$ cat src/rtl/psb_pkg.sv
package psb_pkg;

   localparam int unsigned PSB_IDX_W_DEFAULT = 6;

   // Register index tracked by the scoreboard when below the physical count.
   function automatic logic idx_in_range(input logic [31:0] idx, input int unsigned npreg);
      return (idx < npreg);
   endfunction

   // Source state held in a window entry.
   typedef enum logic {
      SRC_WAITING = 1'b0,
      SRC_READY   = 1'b1
   } src_state_e;

endpackage

$ cat src/rtl/psb_ready_bits.sv
module psb_ready_bits #(
   parameter int unsigned NPREG  = 32,
   parameter int unsigned PREG_W = 5,
   parameter int unsigned NSET   = 2,
   parameter int unsigned NCLR   = 1
) (
   input  logic                     clk,
   input  logic                     rst_n,
   input  logic [NSET-1:0]          set_vld,
   input  logic [NSET*PREG_W-1:0]   set_idx,
   input  logic [NCLR-1:0]          clr_vld,
   input  logic [NCLR*PREG_W-1:0]   clr_idx,
   output logic [NPREG-1:0]         bits
);

   logic [NPREG-1:0] bits_q;
   logic [NPREG-1:0] bits_d;

   // Completions set first, then insertion destinations clear (insert wins).
   always_comb begin
      bits_d = bits_q;
      for (int k = 0; k < NSET; k++) begin
         if (set_vld[k]) bits_d[set_idx[k*PREG_W +: PREG_W]] = 1'b1;
      end
      for (int d = 0; d < NCLR; d++) begin
         if (clr_vld[d]) bits_d[clr_idx[d*PREG_W +: PREG_W]] = 1'b0;
      end
   end

   always_ff @(posedge clk) begin
      if (!rst_n) bits_q <= '0;
      else        bits_q <= bits_d;
   end

   assign bits = bits_q;

   for (genvar d = 0; d < NCLR; d++) begin : g_clr_chk
      AST_DST_CLEARS: assert property (@(posedge clk) disable iff (!rst_n)
         clr_vld[d] |=> !bits_q[$past(clr_idx[d*PREG_W +: PREG_W])]);
   end

endmodule

$ cat src/rtl/psb_src_resolve.sv
module psb_src_resolve #(
   parameter int unsigned NPREG   = 32,
   parameter int unsigned PREG_W  = 5,
   parameter int unsigned IDX_W   = 6,
   parameter int unsigned NUM_SRC = 2,
   parameter int unsigned NUM_CMP = 2
) (
   input  logic [NUM_SRC*IDX_W-1:0] src_idx,
   input  logic [NUM_SRC-1:0]       src_flag,
   input  logic [NPREG-1:0]         sb_bits,
   input  logic [NUM_CMP-1:0]       cmp_live,
   input  logic [NUM_CMP*IDX_W-1:0] cmp_idx,
   output logic [NUM_SRC-1:0]       src_rdy
);

   for (genvar s = 0; s < NUM_SRC; s++) begin : g_src
      logic [IDX_W-1:0] idx;
      logic             in_rng;
      logic             sb_hit;
      logic             cmp_hit;

      assign idx    = src_idx[s*IDX_W +: IDX_W];
      assign in_rng = psb_pkg::idx_in_range(32'(idx), NPREG);
      assign sb_hit = in_rng && sb_bits[idx[PREG_W-1:0]];

      always_comb begin
         cmp_hit = 1'b0;
         for (int k = 0; k < NUM_CMP; k++) begin
            if (cmp_live[k] && (cmp_idx[k*IDX_W +: IDX_W] == idx)) cmp_hit = 1'b1;
         end
      end

      assign src_rdy[s] = src_flag[s] || !in_rng || sb_hit || cmp_hit;
   end

endmodule

$ cat src/rtl/psb_wait_entry.sv
module psb_wait_entry #(
   parameter int unsigned IDX_W   = 6,
   parameter int unsigned NUM_SRC = 2,
   parameter int unsigned NUM_DST = 1,
   parameter int unsigned NUM_CMP = 2
) (
   input  logic                     clk,
   input  logic                     rst_n,
   input  logic                     load,
   input  logic                     squash,
   input  logic [NUM_SRC*IDX_W-1:0] ld_tags,
   input  logic [NUM_SRC-1:0]       ld_rdy,
   input  logic [NUM_CMP-1:0]       cmp_live,
   input  logic [NUM_CMP*IDX_W-1:0] cmp_tags,
   input  logic [NUM_DST*IDX_W-1:0] probe_tags,
   output logic                     valid,
   output logic [NUM_SRC-1:0]       src_rdy,
   output logic                     issue_rdy,
   output logic [NUM_DST-1:0]       probe_hit
);

   logic [NUM_SRC*IDX_W-1:0] tags_q;
   logic [NUM_SRC-1:0]       wake;

   always_comb begin
      for (int s = 0; s < NUM_SRC; s++) begin
         wake[s] = 1'b0;
         for (int k = 0; k < NUM_CMP; k++) begin
            if (cmp_live[k] && (cmp_tags[k*IDX_W +: IDX_W] == tags_q[s*IDX_W +: IDX_W]))
               wake[s] = 1'b1;
         end
      end
   end

   // A pending source of a surviving entry counts as a waiter.
   always_comb begin
      for (int d = 0; d < NUM_DST; d++) begin
         probe_hit[d] = 1'b0;
         if (valid && !squash) begin
            for (int s = 0; s < NUM_SRC; s++) begin
               if (!src_rdy[s] && (tags_q[s*IDX_W +: IDX_W] == probe_tags[d*IDX_W +: IDX_W]))
                  probe_hit[d] = 1'b1;
            end
         end
      end
   end

   always_ff @(posedge clk) begin
      if (!rst_n) begin
         valid   <= 1'b0;
         src_rdy <= '0;
         tags_q  <= '0;
      end else if (load) begin
         valid   <= 1'b1;
         src_rdy <= ld_rdy;
         tags_q  <= ld_tags;
      end else if (squash) begin
         valid   <= 1'b0;
         src_rdy <= '0;
      end else if (valid) begin
         src_rdy <= src_rdy | wake;
      end
   end

   assign issue_rdy = valid && (&src_rdy);

   AST_LOAD_WINS: assert property (@(posedge clk) disable iff (!rst_n)
      load |=> valid);

   AST_SQUASH_DROPS: assert property (@(posedge clk) disable iff (!rst_n)
      (squash && !load) |=> (!valid && (src_rdy == '0)));

   for (genvar s = 0; s < NUM_SRC; s++) begin : g_hold
      AST_SRC_HOLD: assert property (@(posedge clk) disable iff (!rst_n)
         (valid && src_rdy[s] && !load && !squash) |=> src_rdy[s]);
   end

endmodule

$ cat src/rtl/psb_scoreboard.sv
module psb_scoreboard #(
   parameter int unsigned NUM_INT_PREGS = 16,
   parameter int unsigned NUM_FP_PREGS  = 16,
   parameter int unsigned IDX_W         = psb_pkg::PSB_IDX_W_DEFAULT,
   parameter int unsigned NUM_SRC       = 2,
   parameter int unsigned NUM_DST       = 1,
   parameter int unsigned NUM_ENT       = 8,
   parameter int unsigned NUM_CMP       = 2,
   localparam int unsigned NPREG        = NUM_INT_PREGS + NUM_FP_PREGS,
   localparam int unsigned PREG_W       = (NPREG > 1) ? $clog2(NPREG) : 1,
   localparam int unsigned SLOT_W       = (NUM_ENT > 1) ? $clog2(NUM_ENT) : 1
) (
   input  logic                        clk,
   input  logic                        rst_n,
   input  logic                        ins_valid,
   input  logic [SLOT_W-1:0]           ins_slot,
   input  logic [NUM_SRC*IDX_W-1:0]    ins_src_idx,
   input  logic [NUM_SRC-1:0]          ins_src_rdy,
   input  logic [NUM_DST*IDX_W-1:0]    ins_dst_idx,
   input  logic [NUM_CMP-1:0]          cmp_vld,
   input  logic [NUM_CMP*IDX_W-1:0]    cmp_idx,
   input  logic                        sq_valid,
   input  logic [SLOT_W-1:0]           sq_slot,
   output logic [NPREG-1:0]            reg_ready,
   output logic [NUM_ENT-1:0]          ent_valid,
   output logic [NUM_ENT*NUM_SRC-1:0]  ent_src_rdy,
   output logic [NUM_ENT-1:0]          ent_issue_rdy,
   output logic                        prod_err
);

   if (IDX_W < PREG_W || IDX_W > 32) begin : g_bad_idx_w
      $error("psb_scoreboard: IDX_W must cover the register count and fit 32 bits");
   end
   if (NUM_SRC < 1 || NUM_DST < 1 || NUM_CMP < 1 || NUM_ENT < 1) begin : g_bad_count
      $error("psb_scoreboard: port and entry counts must be at least one");
   end

   logic [NUM_CMP-1:0]         cmp_live;
   logic [NUM_CMP*PREG_W-1:0]  cmp_short;
   logic [NUM_DST-1:0]         dst_live;
   logic [NUM_DST-1:0]         dst_done;
   logic [NUM_DST*PREG_W-1:0]  dst_short;
   logic [NUM_SRC-1:0]         ins_resolved;
   logic [NUM_ENT*NUM_DST-1:0] probe_hits;
   logic [NUM_DST-1:0]         waiter_any;
   logic                       err_d;

   for (genvar k = 0; k < NUM_CMP; k++) begin : g_cmp
      assign cmp_live[k] = cmp_vld[k]
                        && psb_pkg::idx_in_range(32'(cmp_idx[k*IDX_W +: IDX_W]), NPREG);
      assign cmp_short[k*PREG_W +: PREG_W] = cmp_idx[k*IDX_W +: PREG_W];
   end

   for (genvar d = 0; d < NUM_DST; d++) begin : g_dst
      logic [IDX_W-1:0] didx;
      assign didx = ins_dst_idx[d*IDX_W +: IDX_W];
      assign dst_live[d] = ins_valid && psb_pkg::idx_in_range(32'(didx), NPREG);
      assign dst_short[d*PREG_W +: PREG_W] = didx[PREG_W-1:0];
      always_comb begin
         dst_done[d] = 1'b0;
         for (int k = 0; k < NUM_CMP; k++) begin
            if (cmp_live[k] && (cmp_idx[k*IDX_W +: IDX_W] == didx)) dst_done[d] = 1'b1;
         end
      end
   end

   psb_ready_bits #(
      .NPREG(NPREG), .PREG_W(PREG_W), .NSET(NUM_CMP), .NCLR(NUM_DST)
   ) u_bits (
      .clk(clk), .rst_n(rst_n),
      .set_vld(cmp_live), .set_idx(cmp_short),
      .clr_vld(dst_live), .clr_idx(dst_short),
      .bits(reg_ready)
   );

   psb_src_resolve #(
      .NPREG(NPREG), .PREG_W(PREG_W), .IDX_W(IDX_W),
      .NUM_SRC(NUM_SRC), .NUM_CMP(NUM_CMP)
   ) u_resolve (
      .src_idx(ins_src_idx), .src_flag(ins_src_rdy), .sb_bits(reg_ready),
      .cmp_live(cmp_live), .cmp_idx(cmp_idx), .src_rdy(ins_resolved)
   );

   for (genvar e = 0; e < NUM_ENT; e++) begin : g_ent
      logic ld_e;
      logic sq_e;
      assign ld_e = ins_valid && (ins_slot == SLOT_W'(e));
      assign sq_e = sq_valid  && (sq_slot  == SLOT_W'(e));

      psb_wait_entry #(
         .IDX_W(IDX_W), .NUM_SRC(NUM_SRC), .NUM_DST(NUM_DST), .NUM_CMP(NUM_CMP)
      ) u_entry (
         .clk(clk), .rst_n(rst_n),
         .load(ld_e), .squash(sq_e),
         .ld_tags(ins_src_idx), .ld_rdy(ins_resolved),
         .cmp_live(cmp_live), .cmp_tags(cmp_idx),
         .probe_tags(ins_dst_idx),
         .valid(ent_valid[e]),
         .src_rdy(ent_src_rdy[e*NUM_SRC +: NUM_SRC]),
         .issue_rdy(ent_issue_rdy[e]),
         .probe_hit(probe_hits[e*NUM_DST +: NUM_DST])
      );
   end

   always_comb begin
      waiter_any = '0;
      for (int e = 0; e < NUM_ENT; e++) begin
         waiter_any = waiter_any | probe_hits[e*NUM_DST +: NUM_DST];
      end
      err_d = |(dst_live & ~dst_done & waiter_any);
   end

   always_ff @(posedge clk) begin
      if (!rst_n) prod_err <= 1'b0;
      else        prod_err <= err_d;
   end

   AST_NO_ERR_WITHOUT_DST: assert property (@(posedge clk) disable iff (!rst_n)
      (dst_live == '0) |=> !prod_err);

endmodule

$ cat config.mk
export PLATFORM = sky130hd
export DESIGN_NAME = psb_scoreboard
export DESIGN_NICKNAME = d
export VERILOG_FILES = /design/src/rtl/psb_pkg.sv /design/src/rtl/psb_ready_bits.sv /design/src/rtl/psb_src_resolve.sv /design/src/rtl/psb_wait_entry.sv /design/src/rtl/psb_scoreboard.sv
export SDC_FILE = /design/constraint.sdc
export NUM_CORES = 1
export LEC_CHECK = 0
export BUFFER_PORTS_ARGS = -buffer_cell sky130_fd_sc_hd__clkbuf_2
export CAP_MARGIN = 40
export CORE_ASPECT_RATIO = 1.1
export CORE_MARGIN = 1.5
export CORE_UTILIZATION = 50
export CTS_CLUSTER_SIZE = 28
export DETAILED_ROUTE_END_ITERATION = 6
export PLACE_DENSITY = 0.69
export SYNTH_ARGS = -nofsm -noshare
export SYNTH_HDL_FRONTEND = slang
export SYNTH_SLANG_ARGS = --single-unit
$ cat constraint.sdc
create_clock -name clk -period 4.62 [get_ports clk]
set_input_delay 0.462 -clock clk [delete_from_list [all_inputs] [get_ports clk]]
set_output_delay 0.462 -clock clk [all_outputs]
set_load 0.01 [all_outputs]
# Word-level counts from Yosys, hierarchy flattened
# Index checks and enable logic that the tools add are counted.
[classes] n_lt_le_gt_ge=13 muxes=115 n_reduce_logical=152 n_bitwise=22 n_eq_ne=68
[ops] cell="6-bit == test" count=54
[ops] cell="32-bit two-way mux" count=3
[ops] cell="1-bit logical AND" count=94
[ops] cell="1-bit two-way mux" count=83
[ops] cell="32-bit bitwise OR" count=2
[ops] cell="2-bit two-way mux" count=24
[ops] cell="32-bit bitwise AND" count=1
[ops] cell="32-bit inverter" count=1
[ops] cell="5-bit by 6-bit less-than comparator with 1-bit output, second input constant" count=5
[ops] cell="6-bit less-than comparator, second input constant" count=5
[ops] cell="1-bit logical NOT" count=26
[ops] cell="3-bit == test, second input constant" count=8
[ops] cell="3-bit nonzero test" count=8
[ops] cell="2-bit bitwise OR" count=8
[ops] cell="2-bit AND reduction" count=8
[ops] cell="2-bit nonzero test" count=8
[ops] cell="1-bit demux with 5-bit select" count=3
[ops] cell="5-bit by 1-bit >= comparator with 1-bit output, second input constant" count=3
[ops] cell="3-bit by 2-bit == test with 1-bit output, second input constant" count=4
[ops] cell="1-bit binary-select mux with 5-bit select" count=2
[ops] cell="1-bit bitwise OR" count=7
[ops] cell="3-bit by 1-bit == test with 1-bit output, second input constant" count=2
[ops] cell="3-bit logical NOT" count=2
[ops] cell="1-bit logical OR" count=6
[ops] cell="2 further kinds" count=3
[totals] regBits=153

# Logic depth before layout (Yosys ltp)
[depth] word_depth=13 ltp_mapped=8

# By module
# From an unflattened synthesis, not the netlist that was laid out.
[unflattened] cells_unflattened=1157 hier_area_um2=10731.5
[modules_own_cells] module="psb_wait_entry" cells_per_inst=106 seq_area_each_um2=300.3 n_inst=8 area_per_inst_um2=992.2
[modules_own_cells] module="psb_ready_bits" cells_per_inst=176 seq_area_each_um2=640.6 n_inst=1 area_per_inst_um2=1636.6
[modules_own_cells] module="psb_src_resolve" cells_per_inst=82 seq_area_each_um2=0.0 n_inst=1 area_per_inst_um2=844.6
[modules_own_cells] module="psb_scoreboard" cells_per_inst=51 seq_area_each_um2=20.0 n_inst=1 area_per_inst_um2=312.8

# Worst setup path before layout
# Ideal clock, no wire load.
[synth_path] path_kind="input-to-reg" startpoint="input ins_src_idx[0]" endpoint="register g_ent[0].u_entry.src_rdy[0]" required_time_ns=4.496 stages=7 slack_ns=2.628 arrival_time_ns=1.869 n_path_buf=1 cell_sequence="buf_6 mux4_1 nand2_1 nand2_1 a311o_2 o21ai_1 a21oi_1"
[synth_between] elab_chain_len=6
[synth_lines] item="start, declared" line_no="psb_scoreboard.sv:17" source="input logic [NUM_SRC*IDX_W-1:0] ins_src_idx,"
[synth_lines] item="1-bit binary-select mux with 5-bit select, or another cell as far along" line_no="psb_src_resolve.sv:24" source="assign sb_hit = in_rng && sb_bits[idx[PREG_W-1:0]];"
[synth_lines] item="1-bit two-way mux (not written as such), or another cell as far along" line_no="psb_src_resolve.sv:24"
[synth_lines] item="1-bit logical AND, or another cell as far along" line_no="psb_src_resolve.sv:24"
[synth_lines] item="1-bit logical OR or 1-bit two-way mux (tied branches)" line_no="psb_src_resolve.sv:33, psb_src_resolve.sv:29"
[synth_lines] item="1-bit logical OR (*)" line_no="psb_src_resolve.sv:33" source="assign src_rdy[s] = src_flag[s] || !in_rng || sb_hit || cmp_hit;"
[synth_lines] item="2-bit two-way mux (*)" line_no="psb_wait_entry.sv:53" source="end else if (load) begin"
[synth_lines] item="end signal, assigned" line_no="psb_wait_entry.sv:55" source="src_rdy <= ld_rdy;"
[synth_lines] item="end signal, assigned" line_no="psb_wait_entry.sv:61" source="src_rdy <= src_rdy | wake;"
[synth_lines] item="end, declared" line_no="psb_wait_entry.sv:17" source="output logic [NUM_SRC-1:0] src_rdy,"
# Every way passes the cells marked *; elsewhere a longest branch is shown, timed or not. The select of a mux whose other input is x is not followed.
# A chain may end at the register's enable or synchronous reset.

# Worst setup path after layout
[layout_path] startpoint="input ins_src_idx[6]" endpoint="register g_ent[3].u_entry.src_rdy[1]"
[layout_between] elab_chain_len=6
[layout_lines] item="1-bit binary-select mux with 5-bit select, or another cell as far along" line_no="psb_src_resolve.sv:24"
[layout_lines] item="1-bit two-way mux (not written as such), or another cell as far along" line_no="psb_src_resolve.sv:24"
[layout_lines] item="1-bit logical AND, or another cell as far along" line_no="psb_src_resolve.sv:24"
[layout_lines] item="1-bit logical OR or 1-bit two-way mux (tied branches)" line_no="psb_src_resolve.sv:33, psb_src_resolve.sv:29"
[layout_lines] item="1-bit logical OR (*)" line_no="psb_src_resolve.sv:33"
[layout_lines] item="2-bit two-way mux (*)" line_no="psb_wait_entry.sv:53"
[layout_lines] item="end signal, assigned" line_no="psb_wait_entry.sv:55"
[layout_lines] item="end signal, assigned" line_no="psb_wait_entry.sv:61"
[layout_lines] item="end, declared" line_no="psb_wait_entry.sv:17"
# Marks and branches as above.

==> flow_summary.toml <==
[status]
outcome = "finished clean"

[setup_path]
worstPathRequired_ns = 4.94
crit_fanout = 20
r2r_slack_ns = 2.40
slowest_delay_ns = 0.57
start_kind = "primary input"
end_kind = "register"
crit_slowest_cell = "mux4_2"
rr_endpoint = "g_ent[3].u_entry.src_rdy[1]"
r2r-start = "u_bits.bits[11]"
path_cells = "clkbuf_2 > mux4_2 > nor4b_1 > a31oi_1 > nand4_1 > o21ai_1 > a21oi_1"
worstRegToRegCells = 6
critPathKind = "in2reg"
worstPathArrival_ns = 2.79

[synth]
avgSynthCellArea_um2 = 8.12
synth_area_um2 = 10900
yosysUniqueCellTypes = 52
synthArstFlopShare = 0
syn_inst = 1338
synth_warnings = 0
synth-seq-cells = 153
synth_top_area_share = 0.282
ys.flop_type = "dfxtp_1"
syn_nets = 1382
netlist_top_cells_area = "dfxtp_1 28%, xnor2_1 16%, nand2_1 8.9%"
synth.largest_area_cell = "dfxtp_1"
synth_edf_count = 0
synth.yosys.seq_area_share = 0.282

[placement]
dpl.cell_count = 1633
dp.final_hpwl_um = 23800
portBuffers = 108
gp_congestion = 0.907

[floorplan]
coreArea_um2 = 21300
start_util = 0.510
die_width_um = 144
die_area_um2 = 22600
fp-row-count = 56
die_h_um = 158
io_pins = 109

[timing]
period_share = 0.535
tightest_slew_ns = 0.956
finalMaxSlewViolations = 0
max_clock_freq_ghz = 0.405
min_period_ns = 2.47
slew_headroom = 0.360
setup_tns_ns = 0
rsz0062_at_grt = "false"
setup_viol = 0
hold_viol = 0
skew_ns = 0.0110

[layout]
area_delta_synth_final_pct = 10.6
final_common_cell = "nand2_1"
final_cells = 1664
drive_gt1_frac = 0.130
post-route-util = 0.564
final_cell_mix = "258 x nand2_1, 194 x xnor2_1, 153 x dfxtp_1, 107 x clkbuf_2, 96 x a21boi_0"
diodes = 0
nNetsFinal = 1406
n_fill_cell = 2003

[global_route]
antenna_found_initial = 0
grt_max_degree = 90
grt_pass1_vias = 9844
grt_pass1_wl_um = 55600
grt_overflow = 0
grt_use_total = 0.325

[route]
drtPass1Iterations = 6
dr.first_iter.drc_count = 1056
drc = 0
wl_per_cell_um = 21.8
ant_nets = 0
routed_wirelength_um = 36200
vias_per_cell = 6.17
vias = 10274

[power]
power.leakage_uw = 0.00470
vdd.ir_drop.worst_uv = 266
power_density_nw_per_um2 = 283

[cts]
clkTransAtPathRegs_ns = 0.06
postCtsSetupBuffers = 0
clock_sinks = 153
hold_buffers = 0
htree_levels = 4
clk_latency_ns = 0.44
cts_tree = "done"
ctsResizeCount = 0
cts_buffers = 17
cts-root-buf = "clkbuf_16"
clock_path_buffers = 2

[job]
maxCapViolations = 0

[min_path]
holdPathStages = 2
hp-class = "in2reg"
hold_end = "g_ent[5].u_entry.tags_q[4]"
holdCritStartpoint = "rst_n"
==> Yosys cell counts (3+ instances only) <==
cell type	instances
a21boi_0	96
a21boi_1	8
a21oi_1	27
a311oi_1	3
a31oi_1	3
a41oi_1	13
and3_1	10
and3b_1	3
buf_2	36
buf_4	25
buf_6	6
clkbuf_1	57
dfxtp_1	153
inv_1	33
mux2i_1	11
mux4_1	3
mux4_2	7
nand2_1	258
nand2b_1	6
nand3_1	19
nand3b_1	7
nand4_1	55
nor2_1	15
nor2b_1	13
nor3_1	6
nor3b_1	3
nor4_1	21
o211a_1	32
o21ai_1	16
o22ai_1	32
o31ai_1	19
or3_1	7
or4_1	30
xnor2_1	194
xor2_1	90
==> stage by stage <==
stage	setup WS, ns	hold WS, ns	total power [uW]	cell area (um2)
final	2.15	0.428	3400	12000
after floorplan	2.63	0.463	1820	10900
after global routing	2.08	0.433	3510	12000
after global placement	1.85	0.487	1960	11200
after CTS	2.23	0.418	3390	12000
after detailed placement	1.79	0.486	2000	11400
==> critical path: cells and delay by family <==
family          cells  cell delay, ns
compound gates      3            0.60
simple gates        2            0.68
buf+inv             1            0.47
mux                 1            0.57
==> power by group <==
part           switching [uW]  leakage (uW)  internal [uW]
clock network             594      0.000284            818
registers                54.4       0.00124           1350
logic                     352       0.00317            225
total                    1000       0.00470           2400
==> cell families after synthesis <==
logic type                count (synthesis)  share of synthesized area
and+or+nand+nor                         461                      0.208
xor gates and xnor gates                284                      0.229
AOI/OAI and AO/OA                       259                      0.176
buffers and inverters                   159                     0.0719
DFF                                     153                      0.282
muxes                                    22                     0.0329
==> flip-flops by register name, indices dropped and copies added, names as in the netlist <==
name	flops
u_bits.bits	32
prod_err	1
g_ent.u_entry.tags_q	96
g_ent.u_entry.valid	8
g_ent.u_entry.src_rdy	16
==> final cells by class <==
class | count | area [um2] | share of cell area
well taps | 290 | 363 | 0.0302
multi-input cells | 1026 | 7030 | 0.585
clock buffers | 19 | 453 | 0.0377
repair buffers | 131 | 861 | 0.0716
inverters | 33 | 124 | 0.0103
flip-flops and latches | 153 | 3060 | 0.255
clock inverters | 12 | 126 | 0.0105
==> worst max path at each step <==
stage / startpoint / endpoint / slack, ns
2_1_floorplan: ins_src_idx[0] / g_ent[0].u_entry.src_rdy[0] / 2.63
3_5_place_dp: ins_src_idx[6] / g_ent[3].u_entry.src_rdy[1] / 1.79
3_3_place_gp: ins_src_idx[6] / g_ent[3].u_entry.src_rdy[1] / 1.85
4_1_cts: ins_src_idx[6] / g_ent[3].u_entry.src_rdy[1] / 2.23
5_1_grt: ins_src_idx[6] / g_ent[1].u_entry.src_rdy[1] / 2.08
6_report: ins_src_idx[6] / g_ent[3].u_entry.src_rdy[1] / 2.15
==> routing by layer <==
layer	track usage	routed length, um	vias up
met5	0	0	-
met4	0.138	1400	0
met3	0.0656	3480	126
met2	0.522	16300	596
met1	0.424	15000	4881
li1	-	-	4671
Note: power is estimated with default switching activity, not from simulation.
